--- src/rtl/irq_report_pkg.sv ---
package irq_report_pkg;
  localparam int LINES = 7;
  localparam int LVL_W = $clog2(LINES + 1);
  localparam int ID_W  = 16;

  typedef struct packed {
    logic [LVL_W-1:0] src;
    logic             berr;
    logic [ID_W-1:0]  id;
  } rpt_entry_t;

  localparam int ENTRY_W = $bits(rpt_entry_t);

  typedef enum logic [1:0] {
    ST_GATHER = 2'd0,
    ST_IACK   = 2'd1,
    ST_SEND   = 2'd2,
    ST_HOLD   = 2'd3
  } seq_state_t;
endpackage

--- src/rtl/irq_level_pick.sv ---
// Picks the highest-numbered active request; output level is index+1.
module irq_level_pick #(
  parameter int N = 7,
  parameter int W = 3
) (
  input  logic [N-1:0] req,
  output logic         any,
  output logic [W-1:0] lvl
);
  always_comb begin
    lvl = '0;
    for (int i = 0; i < N; i++) begin
      if (req[i]) lvl = W'(i + 1);
    end
  end
  assign any = |req;
endmodule

--- src/rtl/iack_timer.sv ---
// Counts the cycles of one acknowledge cycle and ends it on answer or timeout.
module iack_timer #(
  parameter int TO_W = 8
) (
  input  logic            clk,
  input  logic            rst_n,
  input  logic            active,
  input  logic            ack,
  input  logic [TO_W-1:0] limit,
  output logic            done,
  output logic            timed_out
);
  logic [TO_W-1:0] cnt;
  logic            at_limit;

  assign at_limit  = (cnt == limit);
  assign done      = active && (ack || at_limit);
  assign timed_out = active && !ack && at_limit;

  always_ff @(posedge clk) begin
    if (!rst_n || !active || done) cnt <= '0;
    else                           cnt <= cnt + TO_W'(1);
  end
endmodule

--- src/rtl/report_store.sv ---
// Fill-then-drain entry buffer: writes append, reads walk from the start, clear empties it.
module report_store #(
  parameter int DEPTH = 16,
  parameter int W     = 20
) (
  input  logic                       clk,
  input  logic                       rst_n,
  input  logic                       wr_en,
  input  logic [W-1:0]               wr_data,
  input  logic                       rd_adv,
  input  logic                       clear,
  output logic [$clog2(DEPTH+1)-1:0] cnt,
  output logic                       full,
  output logic                       rd_avail,
  output logic                       rd_last,
  output logic [W-1:0]               rd_data
);
  localparam int CW = $clog2(DEPTH + 1);
  localparam int PW = (DEPTH > 1) ? $clog2(DEPTH) : 1;

  logic [W-1:0]  mem [DEPTH];
  logic [PW-1:0] rd_ptr;
  logic          do_wr;

  assign full     = (cnt == CW'(DEPTH));
  assign do_wr    = wr_en && !full;
  assign rd_avail = (CW'(rd_ptr) < cnt);
  assign rd_last  = (CW'(rd_ptr) + CW'(1) == cnt);
  assign rd_data  = mem[rd_ptr];

  for (genvar g = 0; g < DEPTH; g++) begin : g_slot
    always_ff @(posedge clk) begin
      if (do_wr && cnt == CW'(g)) mem[g] <= wr_data;
    end
  end

  always_ff @(posedge clk) begin
    if (!rst_n || clear) begin
      cnt    <= '0;
      rd_ptr <= '0;
    end else begin
      if (do_wr)  cnt    <= cnt + CW'(1);
      if (rd_adv) rd_ptr <= rd_ptr + PW'(1);
    end
  end
endmodule

--- src/rtl/irq_report_seq.sv ---
module irq_report_seq
  import irq_report_pkg::*;
#(
  parameter int DEPTH = 16,
  parameter int TO_W  = 8
) (
  input  logic               clk,
  input  logic               rst_n,
  input  logic [LINES-1:0]   irq_lines,
  input  logic [LINES-1:0]   irq_en,
  output logic               iack_req,
  output logic [LVL_W-1:0]   iack_level,
  input  logic               iack_ack,
  input  logic [ID_W-1:0]    iack_id,
  input  logic [TO_W-1:0]    to_limit,
  input  logic               sig_valid,
  output logic               sig_ready,
  input  logic [ID_W-1:0]    sig_id,
  output logic               rpt_valid,
  input  logic               rpt_ready,
  output logic [ENTRY_W-1:0] rpt_data,
  output logic               rpt_last,
  output logic               rpt_event,
  input  logic               host_ok,
  output logic               ovf_flag
);
  localparam int CW = $clog2(DEPTH + 1);

  seq_state_t       state, state_nx;
  logic [LVL_W-1:0] cur_lvl;
  logic [LINES-1:0] skip;
  logic [LINES-1:0] elig;
  logic             pick_any;
  logic [LVL_W-1:0] pick_lvl;
  logic             t_done, t_to;
  logic [CW-1:0]    buf_cnt;
  logic             buf_full, buf_avail, buf_last;
  logic             wr_en, rd_adv, buf_clear, take_word;
  logic             go_send, ovf_set;
  rpt_entry_t       wr_entry, rd_entry;

  assign elig = irq_lines & irq_en & ~skip;

  irq_level_pick #(.N(LINES), .W(LVL_W)) u_pick (
    .req (elig),
    .any (pick_any),
    .lvl (pick_lvl)
  );

  iack_timer #(.TO_W(TO_W)) u_timer (
    .clk       (clk),
    .rst_n     (rst_n),
    .active    (iack_req),
    .ack       (iack_ack),
    .limit     (to_limit),
    .done      (t_done),
    .timed_out (t_to)
  );

  assign iack_req   = (state == ST_IACK);
  assign iack_level = cur_lvl;

  // Signal words only while no eligible line waits and room remains.
  assign sig_ready = (state == ST_GATHER) && !pick_any && !buf_full;
  assign take_word = sig_valid && sig_ready;

  always_comb begin
    wr_entry = '0;
    if (iack_req) begin
      wr_entry.src  = cur_lvl;
      wr_entry.berr = t_to;
      wr_entry.id   = t_to ? '0 : iack_id;
    end else begin
      wr_entry.id   = sig_id;
    end
  end

  assign wr_en = (iack_req && t_done) || take_word;

  report_store #(.DEPTH(DEPTH), .W(ENTRY_W)) u_store (
    .clk      (clk),
    .rst_n    (rst_n),
    .wr_en    (wr_en),
    .wr_data  (wr_entry),
    .rd_adv   (rd_adv),
    .clear    (buf_clear),
    .cnt      (buf_cnt),
    .full     (buf_full),
    .rd_avail (buf_avail),
    .rd_last  (buf_last),
    .rd_data  (rd_entry)
  );

  assign rpt_valid = (state == ST_SEND) && buf_avail;
  assign rpt_data  = rd_entry;
  assign rpt_last  = buf_last;
  assign rd_adv    = rpt_valid && rpt_ready && !buf_last;
  assign buf_clear = rpt_valid && rpt_ready && buf_last;

  assign ovf_set = (state == ST_GATHER) && buf_full && (pick_any || sig_valid);
  assign go_send = (state == ST_GATHER) &&
                   (ovf_set || (!pick_any && !sig_valid && buf_cnt != '0));

  always_comb begin
    state_nx = state;
    case (state)
      ST_GATHER: begin
        if (go_send)                   state_nx = ST_SEND;
        else if (pick_any && !buf_full) state_nx = ST_IACK;
      end
      ST_IACK:   if (t_done)    state_nx = ST_GATHER;
      ST_SEND:   if (buf_clear) state_nx = ST_HOLD;
      ST_HOLD:   if (host_ok)   state_nx = ST_GATHER;
      default:                  state_nx = ST_GATHER;
    endcase
  end

  always_ff @(posedge clk) begin
    if (!rst_n) begin
      state     <= ST_GATHER;
      cur_lvl   <= '0;
      skip      <= '0;
      ovf_flag  <= 1'b0;
      rpt_event <= 1'b0;
    end else begin
      state     <= state_nx;
      rpt_event <= go_send;
      if (state == ST_GATHER && pick_any && !buf_full) cur_lvl <= pick_lvl;
      if (ovf_set) ovf_flag <= 1'b1;
      else if (state == ST_HOLD && host_ok) ovf_flag <= 1'b0;
      if (buf_clear) skip <= '0;
      else begin
        for (int i = 0; i < LINES; i++) begin
          if (t_to && cur_lvl == LVL_W'(i + 1)) skip[i] <= 1'b1;
        end
      end
    end
  end
endmodule

--- config.mk ---
export PLATFORM = sky130hd
export DESIGN_NAME = irq_report_seq
export DESIGN_NICKNAME = d
export VERILOG_FILES = /design/src/rtl/irq_report_pkg.sv /design/src/rtl/irq_level_pick.sv /design/src/rtl/iack_timer.sv /design/src/rtl/report_store.sv /design/src/rtl/irq_report_seq.sv
export SDC_FILE = /design/constraint.sdc
export NUM_CORES = 1
export LEC_CHECK = 0
export ABC_AREA = 1
export BUFFER_PORTS_ARGS = -buffer_cell sky130_fd_sc_hd__buf_2
export CELL_PAD_IN_SITES_DETAIL_PLACEMENT = 0
export CELL_PAD_IN_SITES_GLOBAL_PLACEMENT = 2
export CORE_MARGIN = 3
export CORE_UTILIZATION = 42
export CTS_CLUSTER_DIAMETER = 50
export DETAILED_ROUTE_END_ITERATION = 10
export PLACE_DENSITY_LB_ADDON = 0.08
export SYNTH_ARGS = -nofsm -noshare
export SYNTH_HDL_FRONTEND = slang
export SYNTH_HIERARCHICAL = 1
export SYNTH_SLANG_ARGS = --single-unit
--- constraint.sdc ---
create_clock -name clk -period 8.6 [get_ports clk]
set_input_delay 0.43 -clock clk [delete_from_list [all_inputs] [get_ports clk]]
set_output_delay 0.43 -clock clk [all_outputs]
set_load 0.02 [all_outputs]
* Word-level counts from Yosys, hierarchy flattened
Memories as Yosys holds them, arrays and structs flattened. A register that Yosys moved wholly into a read port is not among the register bits.
Index checks and enable logic that the tools add are counted.
** Operators by class
- Order comparisons :: 1
- Reductions and logical operators :: 80
- Add/sub/neg operators :: 4
- Muxes and demuxes :: 97
- Bitwise operators :: 4
- Eq/ne operators :: 32
** Operators with widths (number)
- $mux 20 :: 15
- $reduce_or 20->1 :: 15
- $mux 4 :: 18
- $mux 1 :: 50
- $logic_and 1x1->1 :: 44
- $eq 5x4->1 const B :: 8
- $mux 16 :: 2
- $eq 5x3->1 const B :: 4
- $and 7x7->7 :: 2
- $mux 2 :: 7
- $eq 3x3->1 const B :: 4
- $mux 3 :: 4
- $eq 5x2->1 const B :: 2
- $add 8x1->8 const B :: 1
- $eq 8x8->1 :: 1
- $pmux 2 s4 :: 1
- $logic_not 1->1 :: 7
- $logic_or 1x1->1 :: 7
- $not 7->7 :: 1
- $reduce_or 7->1 :: 1
- $eq 3x2->1 const B :: 2
- $add 4x1->5 const B :: 1
- $add 5x1->5 const B :: 1
- $eq 5x1->1 const B :: 1
- 17 further kinds :: 19
** Word-level totals
- Memory bits (writable) :: 320
- Register bits after elaboration :: 31
- Output and inout bits :: 29
- Input bits :: 60
- Memories kept :: 1
** Memories
- u_store.mem :: depth 16, bits a word 20, rd ports 1, clocked after memory_dff 1, wr ports 1, RTL line report_store.sv:21 : logic [W-1:0] mem [DEPTH];

* Depth between registers and ports, before layout
- Word-level depth :: 28
- Depth in mapped cells :: 16
- Depth with buffers taken out :: 16

* By module
Netlist, hierarchy kept.
** Modules (own cells, without submodules)
- report_store :: times used 1, cells each 1420, area an instance 14526.4 µm²
- irq_report_seq :: times used 1, cells each 169, area an instance 952.2 µm²
- iack_timer :: times used 1, cells each 79, area an instance 494.2 µm²
- irq_level_pick :: times used 1, cells each 19, area an instance 93.8 µm²

* Least setup slack after synthesis
OpenSTA, ideal clock, no wires.
- Kind :: register to register
- Start :: register u_store.cnt[0]
- End :: memory u_store.mem[0][0] (enable)
- Path buffers :: 0
- Period minus slack after synthesis :: 3.099 ns
- Setup slack :: 5.501 ns
- Library setup time :: 0.397 ns
- Arrival time :: 2.702 ns
- Stages on the path, launching flop included :: 12
- Path through :: dfxtp_1 inv_1 ha_1 nand3_1 inv_1 inv_1 nand2_1 nor2_1 nand2_1 o21ai_0 nand3_1 nor2_1
** On the way
- Longest elaborated chain between the ends :: 25
** RTL lines
- start, declared :: RTL line report_store.sv:12 : output logic [$clog2(DEPTH+1)-1:0] cnt,
- start signal, assigned :: RTL line report_store.sv:42 : if (do_wr) cnt <= cnt + CW'(1);
- $eq 5x5->1 * :: RTL line report_store.sv:25 : assign full = (cnt == CW'(DEPTH));
- via buf_full :: RTL line irq_report_seq.sv:37 : logic buf_full, buf_avail, buf_last;
- $logic_not 1->1 * :: RTL line irq_report_seq.sv:64 : assign sig_ready = (state == ST_GATHER) && !pick_any && !buf_full;
- $logic_and 1x1->1 * :: RTL line irq_report_seq.sv:64
- via sig_ready :: RTL line irq_report_seq.sv:17 : output logic sig_ready,
- $logic_and 1x1->1 * :: RTL line irq_report_seq.sv:65 : assign take_word = sig_valid && sig_ready;
- $logic_or 1x1->1 * :: RTL line irq_report_seq.sv:78 : assign wr_en = (iack_req && t_done) || take_word;
- via wr_en :: RTL line irq_report_seq.sv:38 : logic wr_en, rd_adv, buf_clear, take_word;
- $logic_and 1x1->1 * :: RTL line report_store.sv:26 : assign do_wr = wr_en && !full;
- $logic_and 1x1->1 :: RTL line report_store.sv:33 : if (do_wr && cnt == CW'(g)) mem[g] <= wr_data;
- $mux 1 :: RTL line report_store.sv:33
- $mux 1 (implied by the code) :: RTL line report_store.sv:33
- $reduce_or 20->1 (no source line)
- $mux 4 (no source line) or $mux 1 (tied branches) (15 in series)
- end, declared :: RTL line report_store.sv:21
Mark *: on every way through the listed nets, which the timed path passes. The rest lies on a longest branch.

==> results.md <==
- Worst-Margin Slew: 1.28 ns
- Synth top area share: 0.598
- Vias per cell: 4.82
- PortBufs: 88
- Core ar.: 37,700 µm²
- Die width: 202 µm
- Die Footprint: 40,600 µm²
- Ys Warns: 6
- Clock transition at path regs: 0.06 ns
- TNS Setup: 0 ns
- Data arrival, critical path: 3.61 ns
- Final Hold Slack: 0.232 ns
- Post-CTS setup buffer count: 0
- Initial core utilization: 0.427
- CTS tree: yes
- Setup crit start kind: flop
- Largest net degree at the start of global routing: 96
- Top post-synthesis cells by area: edfxtp_1 (60%), nand2_1 (12%), nand3_1 (8.6%)
- Reg area: 10,300 µm²
- Clock tree buffer depth: 3
- Post-CTS resize count: 0
- Clock Latency Late Sink: 0.54 ns
- IO Count: 89
- Place WS: 4.94 ns
- Register area share after synthesis: 0.642
- Crit path capture type: output port
- Routability congestion estimate: 0.778
- Cell area after synthesis: 16,100 µm²
- Nets: 1,843
- Die Y: 202 µm
- Filler instances: 3,631
- Remaining DRCs: 0
- Ant. Diodes: 0
- Drt first pass iters: 4
- Lkg Pwr: 7.95 nW
- Internal power: 0.00322 W
- Num rows: 71
- Fin util: 0.486
- Final Routed Wirelength: 41,600 µm
- Clock skew: 0.0139 ns
- Sw frac: 0.277
- Slew Viols, Final: 0
- Setup violations, final: 0
- WL/cell: 18.0 µm
- Sequential power share: 0.474
- Number of global-route vias before repair: 10,900
- Vias: 11,100
- Synth unique cells: 32
- RSZ-0062 raised after global routing: no
- Area delta synth->final: 13.9%
- WS Path Type: flop to output port
- CTS Buf Count: 43
- Clk root buf: clkbuf_16
- Max cap viols: 0
- Area occupied by multi-input gates: 4240 µm²
- Worst EP required: 8.17 ns
- Power Density: 244 nW/µm²
- Final Cell Area: 18,300 µm²
- Global-route wire length before repair: 64,000 µm
- HPWL Detailed: 24,100 µm
- Final worst slack: 4.56 ns
- DR iter-0 viols: 675
- Slew headroom: 0.140
- H-tree depth: 2
- Synthesized instance count: 1,687
- Clk pwr share: 0.381
- Achievable Freq: 247 MHz
- CTS Sinks: 355
- Placed Area: 17,000 µm²
- # hold bufs at CTS: 0
- Combinational Power Share: 0.145
- Crit path time final: 4.04 ns
- Fraction of final layout cells sized beyond drive strength 1: 0.117
- Final period util: 0.470
- Worst hold-check path type: input port to flop
- Largest area contributor in the netlist: edfxtp_1
- Crit Path Max Fanout: 95
- Avg Cell Area, Syn: 9.52 µm²
- Run status: completed
- Synth Register Bits: 355
- Initial antenna violation count: 0
- Peak supply drop: 141 µV
- ANT nets after route: 0
- Psw: 0.00124 W
- Total track usage: 0.205
- Mapped Nets: 1,758
- Fin. Hold Viols: 0
- Total grt overflow: 0
[routing by layer]
metal	global-route usage	share of wire	wire, µm	vias to the layer above
met3	0.0320	0.050	2070	54
met5	0	0	0	-
met4	0.0503	0.020	833	0
met1	0.288	0.47	19700	5252
li1	-	-	-	5567
met2	0.336	0.46	19000	272
[sequential cells by signal, indices dropped and copies added, names as in the netlist, named ones only]
signal / count
rpt_event: 1
state: 2
skip: 7
iack_level: 3
u_store/rd_ptr: 4
ovf_flag: 1
u_store/mem: 320
u_timer/cnt: 8
u_store/cnt: 5
[power by group through the flow]
stage	clock network, W	logic [W]	registers, W
final	0.00170	0.000648	0.00212
after detailed placement	0	0.000653	0.00215
after CTS	0.00175	0.000654	0.00212
after global routing	0.00181	0.000720	0.00212
after floorplan	0	0.000399	0.00214
after global placement	0	0.000653	0.00215
[through the flow]
stage | std cells | total power (W)
3_5_place_dp | 2238 | 0.00280
4_1_cts | 2314 | 0.00451
5_1_grt | 2314 | 0.00465
3_3_place_gp | 2238 | 0.00280
2_1_floorplan | 1687 | 0.00254
6_report | 2314 | 0.00446
[synth_stat cells]
master,number
nand2_1,534
edfxtp_1,320
inv_1,299
nand3_1,275
nor2_1,71
buf_2,35
dfxtp_1,35
a21oi_1,19
clkbuf_1,16
buf_6,12
ha_1,11
o21ai_0,11
buf_1,7
inv_2,7
xor2_1,6
xnor2_1,4
nor3_1,3
clkinv_1,2
nand2_2,2
nand3_2,2
nand3b_1,2
nand4_1,2
nor2_2,2
nor2_4,2
a211oi_1,1
a31oi_1,1
buf_4,1
inv_4,1
nand2_4,1
nand4_4,1
o21ai_1,1
or2_2,1
[kinds of logic (layout without fill, tap and decap cells)]
logic type	after synthesis	after routing	synth area share
and+or+nand+nor	898	898	0.236
buffers and inverters	380	496	0.0975
DFF	355	355	0.642
AOI/OAI and AO/OA	33	33	0.0105
adders and majority gates	11	11	0.00857
xor gates and xnor gates	10	10	0.00545
[worst paths after layout]
kind	slack [ns]	from	cells after the start	endpoint
max	4.56	flop	9	rpt_data[10]
min	0.23	host_ok	4	ovf_flag
max reg2reg	5.13	state[0]	9	u_store/mem[7][2]
min reg2reg	0.46	ovf_flag	2	ovf_flag
[critical path, stage by stage, from the launching register on]
cell and delay (ns):
dfxtp_4 0.51, inv_4 0.87, buf_4 0.73, nand2_1 0.10, nand2_1 0.09, nand2_1 0.05, nand3_1 0.10, nand3_1 0.11
nand2_1 0.18, buf_2 0.18
[placed cells by master, fill, tap and decap left out, drive strengths merged]
| cell | netlist | final |
|---|---|---|
| xor2 | 6 | 6 |
| a31oi | 1 | 1 |
| inv | 307 | 309 |
| nand4 | 3 | 3 |
| edfxtp | 320 | 320 |
| clkinvlp | 0 | 4 |
| dfxtp | 35 | 35 |
| xnor2 | 4 | 4 |
| nand2 | 537 | 537 |
| nand3 | 277 | 277 |
| clkinv | 2 | 18 |
| clkbuf | 16 | 53 |
| nand3b | 2 | 2 |
| or2 | 1 | 1 |
| nor2 | 75 | 75 |
| a21oi | 19 | 19 |
| ha | 11 | 11 |
| o21ai | 12 | 12 |
| buf | 55 | 111 |
| bufinv | 0 | 1 |
| nor3 | 3 | 3 |
| a211oi | 1 | 1 |
[final cells by class]
cell class | count | share of cell area
repair buffers | 111 | 0.0335
well taps | 511 | 0.0349
multi-input cells | 952 | 0.232
clock buffers | 53 | 0.0637
clock inverters | 23 | 0.00896
inverters | 309 | 0.0635
flip-flops and latches | 355 | 0.564
Power figures use the tool's default switching activity.
